$ cat src/rtl/protPkg.sv
package protPkg;

  typedef enum logic [1:0] {
    PERM_NONE     = 2'd0,
    PERM_PRIV     = 2'd1,
    PERM_USR_READ = 2'd2,
    PERM_FULL     = 2'd3
  } perm_e;

  typedef struct packed {
    logic rspLoad;
    logic captureFault;
    logic clearFault;
  } strobe_t;

endpackage

$ cat src/rtl/protCtrl.sv
module protCtrl (
  input  logic             clk,
  input  logic             rstN,
  input  logic             reqValid,
  input  logic             decFault,
  input  logic             statusClr,
  input  logic             faultPending,
  output protPkg::strobe_t strobes
);

  always_comb begin
    strobes.rspLoad      = reqValid;
    strobes.captureFault = reqValid && decFault && (!faultPending || statusClr);
    strobes.clearFault   = statusClr;
  end

  // a clear without a new fault empties the pending flag
  p_clear_empties_r9: assert property (@(posedge clk) disable iff (!rstN)
    (statusClr && !(reqValid && decFault)) |=> !faultPending);

  // a fault with nothing pending sets the flag
  p_fault_sets_pending_r8: assert property (@(posedge clk) disable iff (!rstN)
    (reqValid && decFault) |=> faultPending);

endmodule

$ cat src/rtl/protDatapath.sv
module protDatapath #(
  parameter int NUM_REGIONS = 8,
  parameter int ADDR_W      = 32,
  parameter int MIN_LOG     = 12,
  localparam int IDX_W      = $clog2(NUM_REGIONS),
  localparam int SIZE_W     = $clog2(ADDR_W + 1)
) (
  input  logic                clk,
  input  logic                rstN,
  input  logic                cfgWe,
  input  logic [IDX_W-1:0]    cfgIdx,
  input  logic                cfgEn,
  input  logic [ADDR_W-1:0]   cfgBase,
  input  logic [SIZE_W-1:0]   cfgSizeLog,
  input  logic [1:0]          cfgPerm,
  input  logic                cfgCacheable,
  input  logic                cfgBufferable,
  input  logic                reqValid,
  input  logic [ADDR_W-1:0]   reqAddr,
  input  logic                reqWrite,
  input  logic                reqPriv,
  input  protPkg::strobe_t    strobes,
  output logic                decFault,
  output logic                rspValid,
  output logic [ADDR_W-1:0]   rspAddr,
  output logic                rspAllow,
  output logic                rspFault,
  output logic                rspCacheable,
  output logic                rspBufferable,
  output logic                faultPending,
  output logic [ADDR_W-1:0]   faultAddr,
  output logic                faultWrite,
  output logic                faultPriv
);
  import protPkg::*;

  logic [NUM_REGIONS-1:0] regEn, regCache, regBuf, hitVec;
  logic [ADDR_W-1:0]      regBase [NUM_REGIONS];
  logic [SIZE_W-1:0]      regSize [NUM_REGIONS];
  perm_e                  regPerm [NUM_REGIONS];
  logic [SIZE_W-1:0]      sizeClamped;
  logic [IDX_W-1:0]       winIdx;
  logic                   anyHit, permOk, decAllow;

  // size clamped once at write time
  always_comb begin
    if (cfgSizeLog < SIZE_W'(MIN_LOG))     sizeClamped = SIZE_W'(MIN_LOG);
    else if (cfgSizeLog > SIZE_W'(ADDR_W)) sizeClamped = SIZE_W'(ADDR_W);
    else                                   sizeClamped = cfgSizeLog;
  end

  always_ff @(posedge clk or negedge rstN) begin
    if (!rstN) begin
      regEn    <= '0;
      regCache <= '0;
      regBuf   <= '0;
      for (int i = 0; i < NUM_REGIONS; i++) begin
        regBase[i] <= '0;
        regSize[i] <= SIZE_W'(MIN_LOG);
        regPerm[i] <= PERM_NONE;
      end
    end else if (cfgWe) begin
      regEn[cfgIdx]    <= cfgEn;
      regCache[cfgIdx] <= cfgCacheable;
      regBuf[cfgIdx]   <= cfgBufferable;
      regBase[cfgIdx]  <= cfgBase;
      regSize[cfgIdx]  <= sizeClamped;
      regPerm[cfgIdx]  <= perm_e'(cfgPerm);
    end
  end

  // masked compare of the bits above the region size
  for (genvar g = 0; g < NUM_REGIONS; g++) begin : g_match
    logic [ADDR_W-1:0] keepMask;
    assign keepMask  = {ADDR_W{1'b1}} << regSize[g];
    assign hitVec[g] = regEn[g] && (((reqAddr ^ regBase[g]) & keepMask) == '0);
  end

  // highest-numbered hit wins
  always_comb begin
    anyHit = 1'b0;
    winIdx = '0;
    for (int i = 0; i < NUM_REGIONS; i++) begin
      if (hitVec[i]) begin
        anyHit = 1'b1;
        winIdx = IDX_W'(i);
      end
    end
  end

  always_comb begin
    unique case (regPerm[winIdx])
      PERM_NONE:     permOk = 1'b0;
      PERM_PRIV:     permOk = reqPriv;
      PERM_USR_READ: permOk = reqPriv || !reqWrite;
      default:       permOk = 1'b1;
    endcase
    decAllow = anyHit && permOk;
    decFault = !decAllow;
  end

  always_ff @(posedge clk or negedge rstN) begin
    if (!rstN) begin
      rspValid      <= 1'b0;
      rspAddr       <= '0;
      rspAllow      <= 1'b0;
      rspFault      <= 1'b0;
      rspCacheable  <= 1'b0;
      rspBufferable <= 1'b0;
    end else if (strobes.rspLoad) begin
      rspValid      <= 1'b1;
      rspAddr       <= reqAddr;
      rspAllow      <= decAllow;
      rspFault      <= decFault;
      rspCacheable  <= decAllow && regCache[winIdx];
      rspBufferable <= decAllow && regBuf[winIdx];
    end else begin
      rspValid      <= 1'b0;
      rspAllow      <= 1'b0;
      rspFault      <= 1'b0;
      rspCacheable  <= 1'b0;
      rspBufferable <= 1'b0;
    end
  end

  always_ff @(posedge clk or negedge rstN) begin
    if (!rstN) begin
      faultPending <= 1'b0;
      faultAddr    <= '0;
      faultWrite   <= 1'b0;
      faultPriv    <= 1'b0;
    end else if (strobes.captureFault) begin
      faultPending <= 1'b1;
      faultAddr    <= reqAddr;
      faultWrite   <= reqWrite;
      faultPriv    <= reqPriv;
    end else if (strobes.clearFault) begin
      faultPending <= 1'b0;
    end
  end

  // address passes through untouched one cycle later
  p_addr_passthru_r2: assert property (@(posedge clk) disable iff (!rstN)
    reqValid |=> (rspValid && rspAddr == $past(reqAddr)));

  // allow and fault are exclusive and present only with a valid response
  p_allow_xor_fault_r5: assert property (@(posedge clk) disable iff (!rstN)
    rspValid ? (rspAllow != rspFault) : !(rspAllow || rspFault));

  // a faulted access carries no cache attributes
  p_fault_no_attr_r7: assert property (@(posedge clk) disable iff (!rstN)
    rspFault |-> !(rspCacheable || rspBufferable));

  // captured fault is held until cleared
  p_status_hold_r8: assert property (@(posedge clk) disable iff (!rstN)
    (faultPending && !statusClrSeen()) |=> (faultPending && faultAddr == $past(faultAddr)));

  function automatic logic statusClrSeen();
    return strobes.clearFault;
  endfunction

endmodule

$ cat src/rtl/regionProtUnit.sv
module regionProtUnit #(
  parameter int NUM_REGIONS = 8,
  parameter int ADDR_W      = 32,
  parameter int MIN_LOG     = 12,
  localparam int IDX_W      = $clog2(NUM_REGIONS),
  localparam int SIZE_W     = $clog2(ADDR_W + 1)
) (
  input  logic              clk,
  input  logic              rstN,
  input  logic              cfgWe,
  input  logic [IDX_W-1:0]  cfgIdx,
  input  logic              cfgEn,
  input  logic [ADDR_W-1:0] cfgBase,
  input  logic [SIZE_W-1:0] cfgSizeLog,
  input  logic [1:0]        cfgPerm,
  input  logic              cfgCacheable,
  input  logic              cfgBufferable,
  input  logic              reqValid,
  input  logic [ADDR_W-1:0] reqAddr,
  input  logic              reqWrite,
  input  logic              reqPriv,
  input  logic              statusClr,
  output logic              rspValid,
  output logic [ADDR_W-1:0] rspAddr,
  output logic              rspAllow,
  output logic              rspFault,
  output logic              rspCacheable,
  output logic              rspBufferable,
  output logic              faultPending,
  output logic [ADDR_W-1:0] faultAddr,
  output logic              faultWrite,
  output logic              faultPriv
);

  protPkg::strobe_t strobes;
  logic             decFault;

  protCtrl i_ctrl (
    .clk          (clk),
    .rstN         (rstN),
    .reqValid     (reqValid),
    .decFault     (decFault),
    .statusClr    (statusClr),
    .faultPending (faultPending),
    .strobes      (strobes)
  );

  protDatapath #(
    .NUM_REGIONS (NUM_REGIONS),
    .ADDR_W      (ADDR_W),
    .MIN_LOG     (MIN_LOG)
  ) i_datapath (
    .clk           (clk),
    .rstN          (rstN),
    .cfgWe         (cfgWe),
    .cfgIdx        (cfgIdx),
    .cfgEn         (cfgEn),
    .cfgBase       (cfgBase),
    .cfgSizeLog    (cfgSizeLog),
    .cfgPerm       (cfgPerm),
    .cfgCacheable  (cfgCacheable),
    .cfgBufferable (cfgBufferable),
    .reqValid      (reqValid),
    .reqAddr       (reqAddr),
    .reqWrite      (reqWrite),
    .reqPriv       (reqPriv),
    .strobes       (strobes),
    .decFault      (decFault),
    .rspValid      (rspValid),
    .rspAddr       (rspAddr),
    .rspAllow      (rspAllow),
    .rspFault      (rspFault),
    .rspCacheable  (rspCacheable),
    .rspBufferable (rspBufferable),
    .faultPending  (faultPending),
    .faultAddr     (faultAddr),
    .faultWrite    (faultWrite),
    .faultPriv     (faultPriv)
  );

endmodule

$ cat config.mk
export PLATFORM = sky130hd
export DESIGN_NAME = regionProtUnit
export DESIGN_NICKNAME = d
export VERILOG_FILES = /design/src/rtl/protPkg.sv /design/src/rtl/protCtrl.sv /design/src/rtl/protDatapath.sv /design/src/rtl/regionProtUnit.sv
export SDC_FILE = /design/constraint.sdc
export NUM_CORES = 1
export LEC_CHECK = 0
export ABC_AREA = 0
export BUFFER_PORTS_ARGS = -buffer_cell sky130_fd_sc_hd__buf_2
export CAP_MARGIN = 0
export CELL_PAD_IN_SITES_DETAIL_PLACEMENT = 2
export CELL_PAD_IN_SITES_GLOBAL_PLACEMENT = 2
export CORE_ASPECT_RATIO = 2
export CORE_UTILIZATION = 40
export DETAILED_ROUTE_END_ITERATION = 6
export HOLD_SLACK_MARGIN = 0.06
export PLACE_DENSITY = 0.88
export RECOVER_POWER = 50
export SLEW_MARGIN = 10
export SYNTH_ARGS = -nofsm -noshare
export SYNTH_HDL_FRONTEND = slang
export SYNTH_SLANG_ARGS = --single-unit
$ cat constraint.sdc
create_clock -name clk -period 4.7 [get_ports clk]
set_input_delay 0.235 -clock clk [delete_from_list [all_inputs] [get_ports clk]]
set_output_delay 0.235 -clock clk [all_outputs]
set_load 0.03 [all_outputs]
==> impl_results.md, run 1 <==
- Fraction of layout cells with a size suffix above 1: a little under 20%
- Post-Route WL: 94.5 mm
- Power Dens Cells: 499 mW/mm^2
- Final Non-Filler Cells: 2,926
- Post-synth net total: 2,167
- Distinct cells, synth: 81
- Logic gate share of total power: 28.1%
- Post-route clock period utilization: 107%
- WS Path Type: reg2reg
- Worst Path Buf+Inv: 2
- Worst setup EP type: flip-flop
- DR pass1 iterations: 7
- Placed Instances: 2,808
- Seq pwr share: 42.4%
- CTS sink cnt: 416
- Yosys Warn Count: 0
- Clk_skew: 20.2 ps
- Number of global-route vias before repair: 19,900
- Syn Std Cell Area: 0.0212 mm^2
- M1 GR Usage: 37.3%
- Area of the multi-input gates: ~0.01 mm^2
- Port Buffers: 156
- Max Cap Viol: 8
- Gr busiest metal: met2
- Finish-stage setup viols: 36
- CTS buffer count: 41
- CP max FO: 23
- Slowest stage delay, CP: 750 ps
- Post-synth EDFFs: 0
- Die area: 0.0539 mm^2
- Gr ovfl total: 0
- Maximum VDD drop: 381 uV
- Inserted Diodes: 0
- Die height: approximately 330 um
- CP required: 5160 ps
- Final Hold Fails: 0
- M2 GR Usage: 61.9%
- Post-route ant nets: 0
- Reg clk slew, reported paths: roughly 70 ps
- CTS tree: yes
- Synth Flop Type: dfrtp_1
- Status: finished, violations left
- RD Place Congestion: 0.919
- Worst Max-Slew Pin Slew: about 3800 ps
- Area growth syn-to-layout: 14.4%
- Worst hold path type: in2reg
- DRT iter0 DRCs: between 1,000 and 1,500
- FF+latch area: 0.0104 mm^2
- Setup TNS: -10,100 ps
- Initial antenna violation count: 1
- Sw power: 4.48 mW
- Die width: 165 um
- Crit path launch type: flip-flop
- Internal power consumption: 7.63 mW
- DP HPWL: 64.6 mm
- DRC viols: 11
- CP top delay family: compound AO/OA/AOI/OAI gates
- Skew-Pair Late Insertion Delay: 590 ps
- H-tree depth: 2
- CP cell instances: or2_1 -> or3_1 -> nand4_1 -> nor4_1 -> a2bb2oi_1 -> o31ai_2 -> buf_4 -> o211ai_1 -> mux2i_1 -> o211ai_1 -> o21a_1 -> o311ai_4 -> buf_12 -> mux2_4
- GRT Overall Usage: 35.6%
- Arrival time worst endpoint: 5480 ps
- Final Max Slew Viols: a little over 400
- Post-DR wirelength/cell: 32.3 um
- Initial Util: 40.4%
- GRT met3 Usage: 5.04%
- Mean Syn Cell Area: 10.2 um^2
- Clk pwr share: between 20% and 30%
- Cts repair resizes: 0
- Largest net degree at the start of global routing: ~120
- Slowest cell on crit path: dfrtp_1
- Post-synthesis sequential area ratio: 49.2%
- Fin worst setup slack: -321 ps
- Io pins: 157
- Post-Synthesis Cells: about 2,100
- # rows: approximately 120
- Global-route wire length before repair: 136 mm
- Via count: 17,700
- Post-synth ARST share: 100%
- Fill count: 5,519
- Tmin final: 5020 ps
- Net count, final: 2,314
- Most used cell, CP: o211ai_1
- Fmax: 199 MHz
- Yosys reg bits: 416
- Root Driver: clkbuf_16
- Failing checks: DRC, capacitance limit, slew limit, setup timing
- Bufs on Longest Clock Path: 3
- Max transition margin: -154%
- Sw Ratio: 37.0%
- Leak: roughly 11 nW
- Via density per instance: a little over 6
- Core area: 0.0524 mm^2
## worst paths after layout
check                                      startpoint                  endpoint  slack [ps]  cells past startpoint
worst max-delay path            i_datapath.regSize[7]  i_datapath.faultAddr[14]        -320                     14
worst min-delay path                      reqAddr[31]  i_datapath.faultAddr[31]          80                      2
worst max register to register  i_datapath.regSize[7]  i_datapath.faultAddr[14]        -320                     14
worst min register to register   i_datapath.regBuf[4]      i_datapath.regBuf[4]         480                      2
max in group asynchronous                        rstN   i_datapath.regBase[112]         560                      3
min in group asynchronous                        rstN    i_datapath.rspAddr[27]        1000                      2
## cell type report
cell class,instances,area share [%]
clock inverters,12,0.599
inverters,17,0.263
repair buffers,246,6.06
flip-flops and latches,416,43.0
multi-input cells,1507,41.5
well taps,665,3.43
clock buffers,63,5.12
## logic make-up (layout without fill, tap and decap cells)
group,Yosys count,count (layout),synth area share (%)
adders and majority gates,3,3,0.142
AOI/OAI and AO/OA,309,309,9.72
muxes,238,238,13.1
buffers and inverters,159,338,3.44
xor gates and xnor gates,256,256,10.6
DFF,416,416,49.2
and+or+nand+nor,701,701,13.8
## stage by stage
stage          utilization (%)  hold WS [ps]  area [um^2]  power (mW)  worst slack, ps
6_report                  46.2          84.7        24200        12.1             -321
5_1_grt                   46.2          73.7        24200        12.5             -331
4_1_cts                   46.5          68.0        24400        12.1              159
3_5_place_dp              43.1           344        22600        8.42              246
3_3_place_gp              43.1           336        22600        8.13              406
2_1_floorplan                -         -60.6        21200        7.04             1060
## power groups by stage
stage          Sequential, mW  Combinational (mW)  Clock, mW
5_1_grt                  5.20                3.58       3.71
3_5_place_dp             5.13                3.29          0
2_1_floorplan            5.15                1.89          0
4_1_cts                  5.09                3.39       3.60
6_report                 5.13                3.40       3.57
3_3_place_gp             5.04                3.09          0
## Yosys cell counts, types with 6 or more instances
master / n / share of area [%]
nand2_1: 544 / 9.6
dfrtp_1: 400 / 47
mux2_2: 188 / 10
xor2_1: 150 / 6.2
o21ai_0: 110 / 2.6
xnor2_1: 106 / 4.4
clkbuf_1: 73 / 1.3
a21oi_1: 52 / 1.2
buf_2: 47 / 1.1
nand3_1: 35 / 0.83
nor2_1: 34 / 0.60
mux2_4: 30 / 2.1
o211ai_1: 25 / 0.89
mux2i_1: 20 / 0.95
and2_1: 16 / 0.47
dfstp_2: 16 / 2.0
inv_1: 16 / 0.28
nor3_1: 13 / 0.31
nand4_1: 12 / 0.35
a211oi_1: 11 / 0.39
a31oi_1: 11 / 0.32
buf_1: 10 / 0.18
a21o_1: 8 / 0.28
o31ai_1: 8 / 0.28
a221oi_1: 7 / 0.29
a222oi_1: 7 / 0.33
and3_1: 7 / 0.21
a221o_1: 6 / 0.28
buf_4: 6 / 0.21
nand2b_1: 6 / 0.18
nor2b_1: 6 / 0.18
o2111ai_1: 6 / 0.25
## placed cells by master, fill, tap and decap left out, types with 7 or more instances in the layout
cell           netlist  final
mux2_1               0     11
xor2_1             150    150
xnor2_1            106    106
clkbuf_16            0     43
nand4_1             12     12
and2_1              16     13
o31ai_1              8      8
a211oi_1            11     11
buf_4                6     42
a222oi_1             7      7
dlygate4sd3_1        0     40
and3_1               7      7
buf_2               47     80
mux2i_1             20     20
a21oi_1             52     52
dfstp_2             16     16
nor3_1              13     13
a31oi_1             11     11
a21o_1               8      8
clkbuf_1            73     91
o211ai_1            25     25
mux2_4              30     30
inv_1               16     16
clkbuf_8             0      9
a221oi_1             7      7
nand2_1            544    541
nor2_1              34     34
o21ai_0            110    110
nand3_1             35     32
dfrtp_1            400    400
mux2_2             188    177
## what timing repair did
action | CTS | global route
hold buffers | 40 | 0
hold endpoints to repair | 248 | 0
setup endpoints to repair | 0 | 37
setup buffers | 0 | 3
## layer usage
layer	up-vias	wire length, um
met2	782	47900
met5	-	0
met4	0	9710
li1	7339	-
met3	394	4570
met1	9174	32300
## state kept, by name, indices dropped and copies added (netlist names), 8 cells and up
name and count:
i_datapath.rspAddr 32, i_datapath.regCache 8, i_datapath.regBuf 8, i_datapath.regBase 256, i_datapath.regPerm 16, i_datapath.faultAddr 32
i_datapath.regSize 48, i_datapath.regEn 8
No activity file was read; power rests on OpenSTA's default activity.
==> run 2, diff against run 1 <==
--- a/config.mk
+++ b/config.mk
@@ -8,7 +8,7 @@
 export ABC_AREA = 0
 export BUFFER_PORTS_ARGS = -buffer_cell sky130_fd_sc_hd__buf_2
 export CAP_MARGIN = 0
-export CELL_PAD_IN_SITES_DETAIL_PLACEMENT = 2
+export CELL_PAD_IN_SITES_DETAIL_PLACEMENT = 0
 export CELL_PAD_IN_SITES_GLOBAL_PLACEMENT = 2
 export CORE_ASPECT_RATIO = 2
 export CORE_UTILIZATION = 40
==> impl_results.md, run 2 (synthesis gave the netlist of run 1 again) <==
- RSZ-0062 raised after global routing: false
- WS Path Type: reg2reg
- Die width: 165 um (unchanged)
- Cts repair resizes: 0 (unchanged)
- Met2 Routed Length: 39.0 mm (-19%)
- Postcts setup bufs: 0 (unchanged)
- Die height: 327 um (unchanged)
- Net count, final: 2,310 (-0.17%)
- GRT Overall Usage: 28.6% (-7.0 points)
- Skew-Pair Late Insertion Delay: 580 ps (about the same)
- Reg clk slew, reported paths: 70 ps (about the same)
- Area growth syn-to-layout: 14.4% (about the same)
- Top layer in use: met4
- CTS buffer count: 40 (-2.4%)
- Core area: 0.0524 mm^2 (unchanged)
- DRT iter0 DRCs: 1,268 (+6.6%)
- Reg2Reg Setup Slack: 320 ps (+640 ps)
- CTS sink cnt: 416 (unchanged)
- Post-DR wirelength/cell: 25.9 um (-20%)
- Worst Max-Slew Pin Slew: 3650 ps (-162 ps)
- Die area: 0.0539 mm^2 (unchanged)
- CP max FO: 16 (-30%)
- CTS tree: yes
- CP required: 5150 ps (about the same)
- Commonest non-fill, non-tap cell in the layout: nand2_1
- Global-route wire length before repair: 110 mm (-19%)
- DP HPWL: 54.8 mm (-15%)
- Final Non-Filler Cells: 2,921 (-0.17%)
- H-tree depth: 2 (unchanged)
- Placed Instances: 2,808 (unchanged)
- Inserted Diodes: 0 (unchanged)
- Fraction of layout cells with a size suffix above 1: 19.9% (+0.49 points)
- Status: finished, violations left
- Max Cap Viol: 7 (-1)
- Worst r2r src: i_datapath.regSize[27]
- Leak: 10.9 nW (about the same)
- Worst Setup SP: i_datapath.regSize[27]
- Commonest non-fill, non-tap cells in the layout: nand2_1 (542), dfrtp_1 (400), mux2_2 (188), xor2_1 (150), o21ai_0 (110)
- # rows: 119 (unchanged)
- Number of global-route vias before repair: 16,500 (-17%)
- Final core occ: 46.2% (about the same)
- Failing checks: capacitance limit, slew limit
- Initial antenna violation count: 0 (-1)
- Bufs on Longest Clock Path: 3 (unchanged)
- Clk_skew: 24.3 ps (+4.10 ps)
- Initial Util: 40.4% (unchanged)
- Tmin final: 4380 ps (-642 ps)
- Worst hold path type: in2reg
- RD Place Congestion: 0.919 (unchanged)
- Maximum VDD drop: 400 uV (+5.0%)
- Met3 routed wirelength: 2.85 mm (-38%)
- Port Buffers: 156 (unchanged)
- Via density per instance: 5.56 (-8.0%)
- Final Max Slew Viols: 316 (-23%)
- Largest net degree at the start of global routing: 117 (unchanged)
- Beginning of the worst hold path: cfgBase[30]
- Via count: 16,300 (-8.1%)
- Largest register FFs: 256 (unchanged)
- DRC viols: 0 (-11)
- DR pass1 iterations: 5 (-2)
- Area of the multi-input gates: 0.0100 mm^2 (about the same)
- Fmax: 228 MHz (+15%)
- Root Driver: clkbuf_16
- Max transition margin: -143% (+11 points)
- Io pins: 157 (unchanged)
- WL met1: 27.4 mm (-15%)
- Gr ovfl total: 0 (unchanged)
- PnR Total Power: 11.7 mW (-3.5%)
- Worst setup EP type: flip-flop
- FF+latch area: 0.0104 mm^2 (unchanged)
- Crit path launch type: flip-flop
- Largest Register: i_datapath.regBase
- Setup TNS: 0 ps (+10,100 ps)
- Hold_buf cts: 40 (unchanged)
- Post-route clock period utilization: 93.2% (-14 points)
- Final Hold Fails: 0 (unchanged)
- Finish-stage setup viols: 0 (-100%)
- Fill count: 4,985 (-9.7%)
- Post-Route WL: 75.6 mm (-20%)
- Arrival time worst endpoint: 4830 ps (-650 ps)
- Post-route ant nets: 0 (unchanged)
- Largest registers: i_datapath.regBase (256), i_datapath.regSize (48)
- Power Dens Cells: 482 mW/mm^2 (-3.5%)
## run 2: where the power goes
| part | internal, mW | total [mW] | switching, mW | leakage, nW |
|---|---|---|---|---|
| sequential | 4.36 | 5.03 | 0.670 | 5.07 |
| clock | 2.04 | 3.53 | 1.49 | 0.690 |
| combinational | 1.27 | 3.12 | 1.85 | 5.13 |
| total | 7.67 | 11.7 | 4.01 | 10.9 |
## run 2: layout make-up
| cell class | instances | share of cell area, % |
|---|---|---|
| flip-flops and latches | 416 | 43.0 |
| inverters | 17 | 0.263 |
| multi-input cells | 1507 | 41.5 |
| repair buffers | 243 | 5.99 |
| well taps | 665 | 3.43 |
| clock buffers | 55 | 4.86 |
| clock inverters | 18 | 0.960 |
## run 2: worst paths after layout
check / endpoint / depth (start not counted)
worst max-delay path: i_datapath.faultAddr[31] / 13
worst min-delay path: i_datapath.regBase[254] / 3
worst max register to register: i_datapath.faultAddr[31] / 13
worst min register to register: i_datapath.regCache[1] / 2
max in group asynchronous: i_datapath.regBuf[4] / 3
min in group asynchronous: i_datapath.rspAddr[27] / 2
## run 2: critical path: stages, from the launching register on
cell,delay (ps)
dfstp_2,710
nand2_2,130
or3_1,370
a221o_1,300
nor4_1,330
nand4_1,440
nand3_2,360
mux2i_1,130
o211ai_2,150
mux2i_1,100
o21a_1,230
o311ai_4,340
buf_4,310
mux2_2,360
## run 2: through the flow
| step | instance area (um^2) | setup WS, ps | hold slack [ps] |
|---|---|---|---|
| after floorplan | 21200 | 1060 | -60.6 |
| after global placement | 22600 | 406 | 336 |
| after detailed placement | 22600 | 375 | 337 |
| after CTS | 24400 | 347 | 62.9 |
| after global routing | 24200 | 159 | 74.5 |
| final | 24200 | 321 | 81.5 |
## run 2: routing by layer
metal,GRT usage (%),vias up
met1,31.7,8138
met3,2.58,192
met2,50.2,580
li1,-,7344
met5,0,-
met4,20.8,0
